$ cat src/rtl/bcr_pkg.sv
package bcr_pkg;
  localparam int WORD_W = 16;
  // status word bit positions (decoded by host software)
  localparam int B_RESET = 15;
  localparam int B_ONAIR = 14;
  localparam int B_ATTN  = 13;
  localparam int B_IEN   = 12;
  localparam int B_PIEN  = 11;
  localparam int B_PFLAG = 9;
  localparam int B_IFLAG = 8;
  localparam int B_XBUS  = 5;
  localparam int B_R256  = 4;
  // parity control bit positions
  localparam int P_ACK  = 8;
  localparam int P_SRC  = 7;
  localparam int P_LANE = 6;
  localparam logic [WORD_W-1:0] WR_MASK = 16'hF830;

  typedef struct packed {
    logic src;
    logic lane;
  } perr_info_t;
endpackage

$ cat src/rtl/bcr_status.sv
module bcr_status
  import bcr_pkg::*;
#(
  parameter int HI_W = 4
) (
  input  logic              clk,
  input  logic              rst_n,
  input  logic              wr_en,
  input  logic [WORD_W-1:0] wdata,
  input  logic              ctl_irq_i,
  input  logic [HI_W-1:0]   ram_base,
  input  logic              pe_flag,
  output logic [WORD_W-1:0] word
);
  logic [WORD_W-1:0] ctrl_q;
  logic              iflag_q;

  always_ff @(posedge clk or negedge rst_n) begin
    if (!rst_n) begin
      ctrl_q  <= '0;
      iflag_q <= 1'b0;
    end else begin
      iflag_q <= ctl_irq_i;
      if (wr_en) ctrl_q <= wdata & WR_MASK;
    end
  end

  always_comb begin
    word          = ctrl_q;
    word[B_PFLAG] = pe_flag;
    word[B_IFLAG] = iflag_q;
    word[HI_W-1:0] = ram_base;
  end
endmodule

$ cat src/rtl/bcr_parity.sv
module bcr_parity
  import bcr_pkg::*;
#(
  parameter int HI_W = 4,
  parameter int LO_W = 16,
  localparam int A_W = HI_W + LO_W
) (
  input  logic           clk,
  input  logic           rst_n,
  input  logic           ack,
  input  logic           err,
  input  logic [A_W-1:0] err_addr,
  input  perr_info_t     err_info,
  output logic           flag,
  output logic [A_W-1:0] addr_q,
  output perr_info_t     info_q
);
  logic take;
  // a strobe is taken when nothing is held, or when the hold is being released
  assign take = err && (!flag || ack);

  always_ff @(posedge clk or negedge rst_n) begin
    if (!rst_n) begin
      flag   <= 1'b0;
      addr_q <= '0;
      info_q <= '0;
    end else begin
      if (take) begin
        flag   <= 1'b1;
        addr_q <= err_addr;
        info_q <= err_info;
      end else if (ack) begin
        flag <= 1'b0;
      end
    end
  end
endmodule

$ cat src/rtl/board_ctl_regs.sv
module board_ctl_regs
  import bcr_pkg::*;
#(
  parameter int MAP_WORDS = 1024,
  parameter int ID_WORDS  = 32,
  parameter int ADDR_W    = 11,
  parameter int HI_W      = 4,
  parameter int LO_W      = 16
) (
  input  logic                 clk,
  input  logic                 rst_n,
  input  logic                 host_wr,
  input  logic [ADDR_W-1:0]    host_addr,
  input  logic [15:0]          host_wdata,
  output logic [15:0]          host_rdata,
  input  logic [HI_W-1:0]      ram_base_i,
  input  logic                 ctl_irq_i,
  input  logic                 par_err_i,
  input  logic [HI_W+LO_W-1:0] par_addr_i,
  input  logic                 par_src_i,
  input  logic                 par_lane_i,
  output logic                 ctl_reset_o,
  output logic                 ctl_attn_o,
  output logic                 onair_o,
  output logic                 xbus_en_o,
  output logic                 ram256_o,
  output logic                 irq_o
);
  localparam int STAT_IDX  = MAP_WORDS + ID_WORDS;
  localparam int PCTL_IDX  = STAT_IDX + 2;
  localparam int PADDR_IDX = STAT_IDX + 3;
  localparam int A_W       = HI_W + LO_W;

  logic              sel_stat, sel_pctl, sel_paddr;
  logic              ack_wr;
  logic [WORD_W-1:0] stat_word;
  logic              pe_flag;
  logic [A_W-1:0]    pe_addr;
  perr_info_t        pe_info, in_info;

  assign sel_stat  = (host_addr == ADDR_W'(STAT_IDX));
  assign sel_pctl  = (host_addr == ADDR_W'(PCTL_IDX));
  assign sel_paddr = (host_addr == ADDR_W'(PADDR_IDX));
  assign ack_wr    = host_wr && sel_pctl && host_wdata[P_ACK];
  assign in_info   = '{src: par_src_i, lane: par_lane_i};

  bcr_status #(.HI_W(HI_W)) u_status (
    .clk(clk), .rst_n(rst_n),
    .wr_en(host_wr && sel_stat), .wdata(host_wdata),
    .ctl_irq_i(ctl_irq_i), .ram_base(ram_base_i),
    .pe_flag(pe_flag), .word(stat_word)
  );

  bcr_parity #(.HI_W(HI_W), .LO_W(LO_W)) u_parity (
    .clk(clk), .rst_n(rst_n), .ack(ack_wr),
    .err(par_err_i), .err_addr(par_addr_i), .err_info(in_info),
    .flag(pe_flag), .addr_q(pe_addr), .info_q(pe_info)
  );

  always_comb begin
    host_rdata = '0;
    if (sel_stat) begin
      host_rdata = stat_word;
    end else if (sel_pctl) begin
      host_rdata[P_SRC]    = pe_info.src;
      host_rdata[P_LANE]   = pe_info.lane;
      host_rdata[HI_W-1:0] = pe_addr[A_W-1:LO_W];
    end else if (sel_paddr) begin
      host_rdata[LO_W-1:0] = pe_addr[LO_W-1:0];
    end
  end

  assign ctl_reset_o = stat_word[B_RESET];
  assign ctl_attn_o  = stat_word[B_ATTN];
  assign onair_o     = stat_word[B_ONAIR];
  assign xbus_en_o   = stat_word[B_XBUS];
  assign ram256_o    = stat_word[B_R256];
  assign irq_o = (stat_word[B_IFLAG] && stat_word[B_IEN]) ||
                 (stat_word[B_PFLAG] && stat_word[B_PIEN]);
endmodule

$ cat config.mk
export PLATFORM = sky130hd
export DESIGN_NAME = board_ctl_regs
export DESIGN_NICKNAME = d
export VERILOG_FILES = /design/src/rtl/bcr_pkg.sv /design/src/rtl/bcr_status.sv /design/src/rtl/bcr_parity.sv /design/src/rtl/board_ctl_regs.sv
export SDC_FILE = /design/constraint.sdc
export NUM_CORES = 1
export LEC_CHECK = 0
export BUFFER_PORTS_ARGS = -buffer_cell sky130_fd_sc_hd__buf_4
export CAP_MARGIN = 20
export CORE_MARGIN = 2
export CORE_UTILIZATION = 40
export DETAILED_ROUTE_END_ITERATION = 8
export GPL_ROUTABILITY_DRIVEN = 1
export GPL_TIMING_DRIVEN = 1
export PLACE_DENSITY = 0.67
export SYNTH_ARGS = -nofsm -noshare
export SYNTH_HDL_FRONTEND = slang
export SYNTH_SLANG_ARGS = --single-unit
$ cat constraint.sdc
create_clock -name clk -period 2.47 [get_ports clk]
set_input_delay 0.1235 -clock clk [delete_from_list [all_inputs] [get_ports clk]]
set_output_delay 0.1235 -clock clk [all_outputs]
set_load 0.005 [all_outputs]
Yosys cells after proc, flatten, opt, wreduce, memory -nomap -nowiden:

Cells that the tools add are included.

* register bits: 31
* bits in latches: 0
* memory bits (writable): 0
* bits in read-only memories: 0
* bits of input ports: 58
* output and inout port bits: 22
* word-level logic and storage cells: 27
* memories kept: 0

* $add $sub $neg: 0
* $mul: 0
* divide/modulo/power cells: 0
* magnitude comparators: 0
* equality and inequality tests: 3
* shifts and indexed selects: 0
* multiplexer cells: 8
* bitwise operators: 0
* reductions and logical operators: 10

Operator list (count)
* $eq 11x11->1 const B: 3
* $mux 16: 2
* $mux 8: 1
* $logic_and 1x1->1: 6
* $mux 2: 2
* $mux 4: 1
* $logic_or 1x1->1: 2
* $mux 1: 2
* $reduce_bool 2->1: 1
* $logic_not 1->1: 1

Logic depth before layout (Yosys ltp):

* depth after elaboration: 6
* mapped depth: 5
* mapped depth without buffers: 3

Hierarchy:

A second synthesis with hierarchy kept.

* cell total of the unflattened synthesis: 135
* area total of the unflattened synthesis: 1755.4 um^2

By module, submodules not included
* bcr_parity: times used 1, cells an instance 50, area an instance 970.9 um^2, sequential area each 575.6 um^2
* board_ctl_regs: times used 1, cells an instance 59, area an instance 396.6 um^2, sequential area each 0.0 um^2
* bcr_status: times used 1, cells an instance 26, area an instance 387.9 um^2, sequential area each 200.2 um^2

Worst setup path after synthesis:

OpenSTA, ideal clock, no wires.

* kind: input-to-reg
* start point: input host_addr[6]
* end point: register u_status.ctrl_q[11]
* library setup time: 0.125 ns
* data arrival time: 1.598 ns
* data required time: 2.345 ns
* path slack: 0.748 ns
* stages on the path: 4
* cells stage by stage: or4b_1 > buf_6 > nor4_4 > mux2_2

* cells in the longest elaborated chain, start to end: 2

Ends and longest elaborated chain
* start, declared: line board_ctl_regs.sv:13 `input logic [ADDR_W-1:0] host_addr,`
* $eq 11x11->1: line board_ctl_regs.sv:41 `assign sel_stat = (host_addr == ADDR_W'(STAT_IDX));`
* $logic_and 1x1->1: line board_ctl_regs.sv:49 `.wr_en(host_wr && sel_stat), .wdata(host_wdata),`
* end signal, assigned: line bcr_status.sv:24 `if (wr_en) ctrl_q <= wdata & WR_MASK;`
* end, declared: line bcr_status.sv:15 `logic [WORD_W-1:0] ctrl_q;`

No other way between the ends.
A chain may end at the register's enable or synchronous reset.

Worst setup path in the final report:

* start point: input host_addr[6]
* end point: output host_rdata[12]

* cells in the longest elaborated chain, start to end: 4

Ends and longest elaborated chain
* $eq 11x11->1: line board_ctl_regs.sv:43 `assign sel_paddr = (host_addr == ADDR_W'(PADDR_IDX));`
* $mux 16: line board_ctl_regs.sv:68 `end else if (sel_paddr) begin`
* $mux 8: line board_ctl_regs.sv:64 `end else if (sel_pctl) begin`
* $mux 16 (*): line board_ctl_regs.sv:62 `if (sel_stat) begin`
* end, declared: line board_ctl_regs.sv:15 `output logic [15:0] host_rdata,`

Every way passes the cells marked *; elsewhere a longest branch is shown, timed or not.

==> results.py <==
metrics = {
    "status": {
        "status": "completed",
    },
    "yosys": {
        "synth_area_mm2": 0.00219,
        "yosys.area.top_type": "dfrtp_1",
        "yosysSeqAreaShare_pct": 35.3,
        "syn_area_per_cell_um2": 10.1,
        "synth_edf_count": 0,
        "synth_area_leaders": "dfrtp_1, a222oi_1, o41ai_1",
        "synth_cell_types": 28,
        "syn-num-nets": 275,
        "async_reset_ff_share_pct": 100,
        "synth_seq_cells": 31,
        "yosys_warnings": 0,
        "synth.top_cell.area_share_pct": 35.3,
        "ys.flop_type": "dfrtp_1",
        "syn_inst": 217,
    },
    "hold_path": {
        "hold_path_end": "u_status.ctrl_q[13]",
        "holdPathStages": 2,
        "min_from": "host_wdata[13]",
        "hold_path_class": "input port to register",
    },
    "clocking": {
        "post_cts_buffers": 0,
        "clock-root-buffer": "clkbuf_8",
        "clock_sinks": 31,
        "cts_tree": "built",
        "cts_max_level": 2,
        "clk_path_buf_depth": 2,
        "clk_latency_ns": 0.28,
        "clkSlewWorstSetupHoldPaths_ns": 0.07,
        "cts_made_buffers": 5,
    },
    "grt": {
        "grt_pass1_wl_um": 11600,
        "antenna_found_initial": 0,
        "grt_usage_pct": 24.0,
        "grt_start_max_net_pins": 32,
        "grt_pass1_vias": 2337,
        "grt_overflow_total": 0,
    },
    "timing": {
        "worst_hold_slack_ns": 0.0688,
        "maxSlewHeadroom_pct": 45.5,
        "rsz0062_at_grt": "no",
        "fmax_mhz": 496,
        "period_needed_ns": 2.02,
        "worstMarginPinSlew_ns": 0.816,
        "hold_viol_final": 0,
        "setup_violations": 0,
        "finalSetupTns_ns": 0,
        "skew_ns": 0.00332,
        "maxSlewViolCount": 0,
        "period_share_pct": 81.6,
    },
    "setup_path": {
        "r2r-end": "u_parity.addr_q[11]",
        "critPathCaptureType": "primary output",
        "cp.arrival_ns": 1.89,
        "rrSetupSlack_ns": 1.12,
        "timing.rr.start": "u_parity.flag",
        "path_class": "input port to primary output",
        "crit_required_ns": 2.35,
        "reg2reg_depth": 4,
        "crit_fanout": 14,
        "startpoint_type": "input port",
    },
    "final_layout": {
        "n_fill_cell": 481,
        "drive_gt1_share_pct": 36.8,
        "multi_input_area_mm2": 0.00128,
        "regArea_um2": 776,
        "fin_nets": 337,
        "insertedDiodeCount": 0,
        "area_growth_pct": 30.4,
    },
    "drt": {
        "drt-wirelength-per-cell_um": 21.0,
        "drt_wl_total_um": 7340,
        "drt-pass1-iter-count": 6,
        "drt_iter0_markers": 377,
        "antenna_left": 0,
        "viasPerCell": 6.76,
        "via_count": 2365,
        "drc_errors": 0,
    },
    "die": {
        "io_pins": 80,
        "core.rowCount": 26,
        "core_mm2": 0.00520,
        "die_y_um": 78.1,
        "initial_utilization_pct": 42.2,
        "die_x_um": 78.1,
        "die_area_mm2": 0.00609,
    },
    "placed_design": {
        "dp_hpwl_um": 4500,
        "gp_congestion": 0.805,
        "port_buffers": 71,
    },
    "pwr": {
        "peakVddDrop_uv": 257,
        "power_density_mw_per_mm2": 371,
        "p_leak_uw": 0.00110,
        "power_uw": 1060,
    },
    "flow_run": {
        "maxCapViolations": 0,
    },
}
## cell families after synthesis
group / count (synthesis) / synth area share (%)
AO/OA/AOI/OAI: 81 / 32.7
buffers and inverters: 31 / 6.44
multiplexers: 13 / 6.56
AND/OR/NAND/NOR: 61 / 19.0
flip-flops: 31 / 35.3
## critical path: stages
cell and delay (ns):
buf_4 0.10, or4b_1 0.75, nor4_4 0.33, buf_4 0.26, a32o_1 0.21, buf_4 0.11
## final cells by class
| cell class | instances | share of cell area (%) |
|---|---|---|
| Multi-Input combinational cell | 155 | 44.6 |
| Clock buffer | 7 | 2.67 |
| Timing Repair Buffer | 83 | 22.0 |
| Clock inverter | 1 | 0.175 |
| Sequential cell | 31 | 27.1 |
| Inverter | 3 | 0.394 |
| Tap cell | 70 | 3.06 |
## cell usage in the layout (no fill, tap or decap), types with 2 or more instances in the layout
cell,instances
buf_4,81
o41ai_1,22
mux2i_1,2
dfrtp_1,31
dlygate4sd3_1,2
inv_1,3
and2_1,22
clkbuf_1,2
or4b_1,2
mux2_2,11
a22o_1,5
a222oi_1,22
nor2b_1,3
clkbuf_8,5
o211ai_1,22
nor4_4,2
a32o_1,9
nand3_1,22
## report_power, final
| part | leakage, uW | switching (uW) | internal (uW) |
|---|---|---|---|
| registers | 0.000311 | 1.31 | 509 |
| logic | 0.000749 | 89.1 | 71.3 |
| clock network | 0.0000422 | 193 | 198 |
| total | 0.00110 | 284 | 778 |
## through the flow
step                cells  utilization, %  setup WS (ns)  instance area (um^2)
floorplan             217               -          0.748                  2190
global placement      340            53.0          0.410                  2760
detailed placement    340            53.0          0.439                  2760
CTS                   350            55.0          0.461                  2860
global route          350            55.0          0.372                  2860
finish                350            55.0          0.455                  2860
## registers in the layout, indices dropped and copies added (netlist names)
signal            cells
u_status.ctrl_q       7
u_parity.flag         1
u_parity.addr_q      20
u_status.iflag_q      1
u_parity.info_q       2
## Yosys cell counts (all sizes together), types with 2 or more instances
cell,instances
a222oi,22
a22o,5
a32o,9
and2,22
buf,5
clkbuf,23
dfrtp,31
inv,3
mux2,11
mux2i,2
nand3,22
nor2b,3
nor4,3
o211ai,22
o41ai,22
or4b,2
## worst max path at each step
stage | startpoint | to | slack, ns | cells after the start
after floorplan | host_addr[6] | u_status.ctrl_q[11] | 0.75 | 4
after detailed placement | host_addr[6] | u_parity.addr_q[4] | 0.44 | 4
after global placement | host_addr[6] | u_parity.addr_q[10] | 0.41 | 4
final | host_addr[6] | host_rdata[12] | 0.45 | 6
after CTS | host_addr[6] | host_rdata[12] | 0.46 | 6
after global routing | host_addr[6] | host_rdata[12] | 0.37 | 6
## metal layers
metal / global-route usage, % / part of all wire, %
met4: 7.54 / 0.93
met3: 5.29 / 9.3
met1: 32.8 / 43
met2: 37.9 / 47
met5: 0 / 0
## repair_timing
action | CTS | global route
hold endpoints to repair | 32 | 0
setup endpoints to repair | 0 | 0
hold buffers | 2 | 0
resized for setup | 0 | 0
No activity file was read; power rests on OpenSTA's default activity.
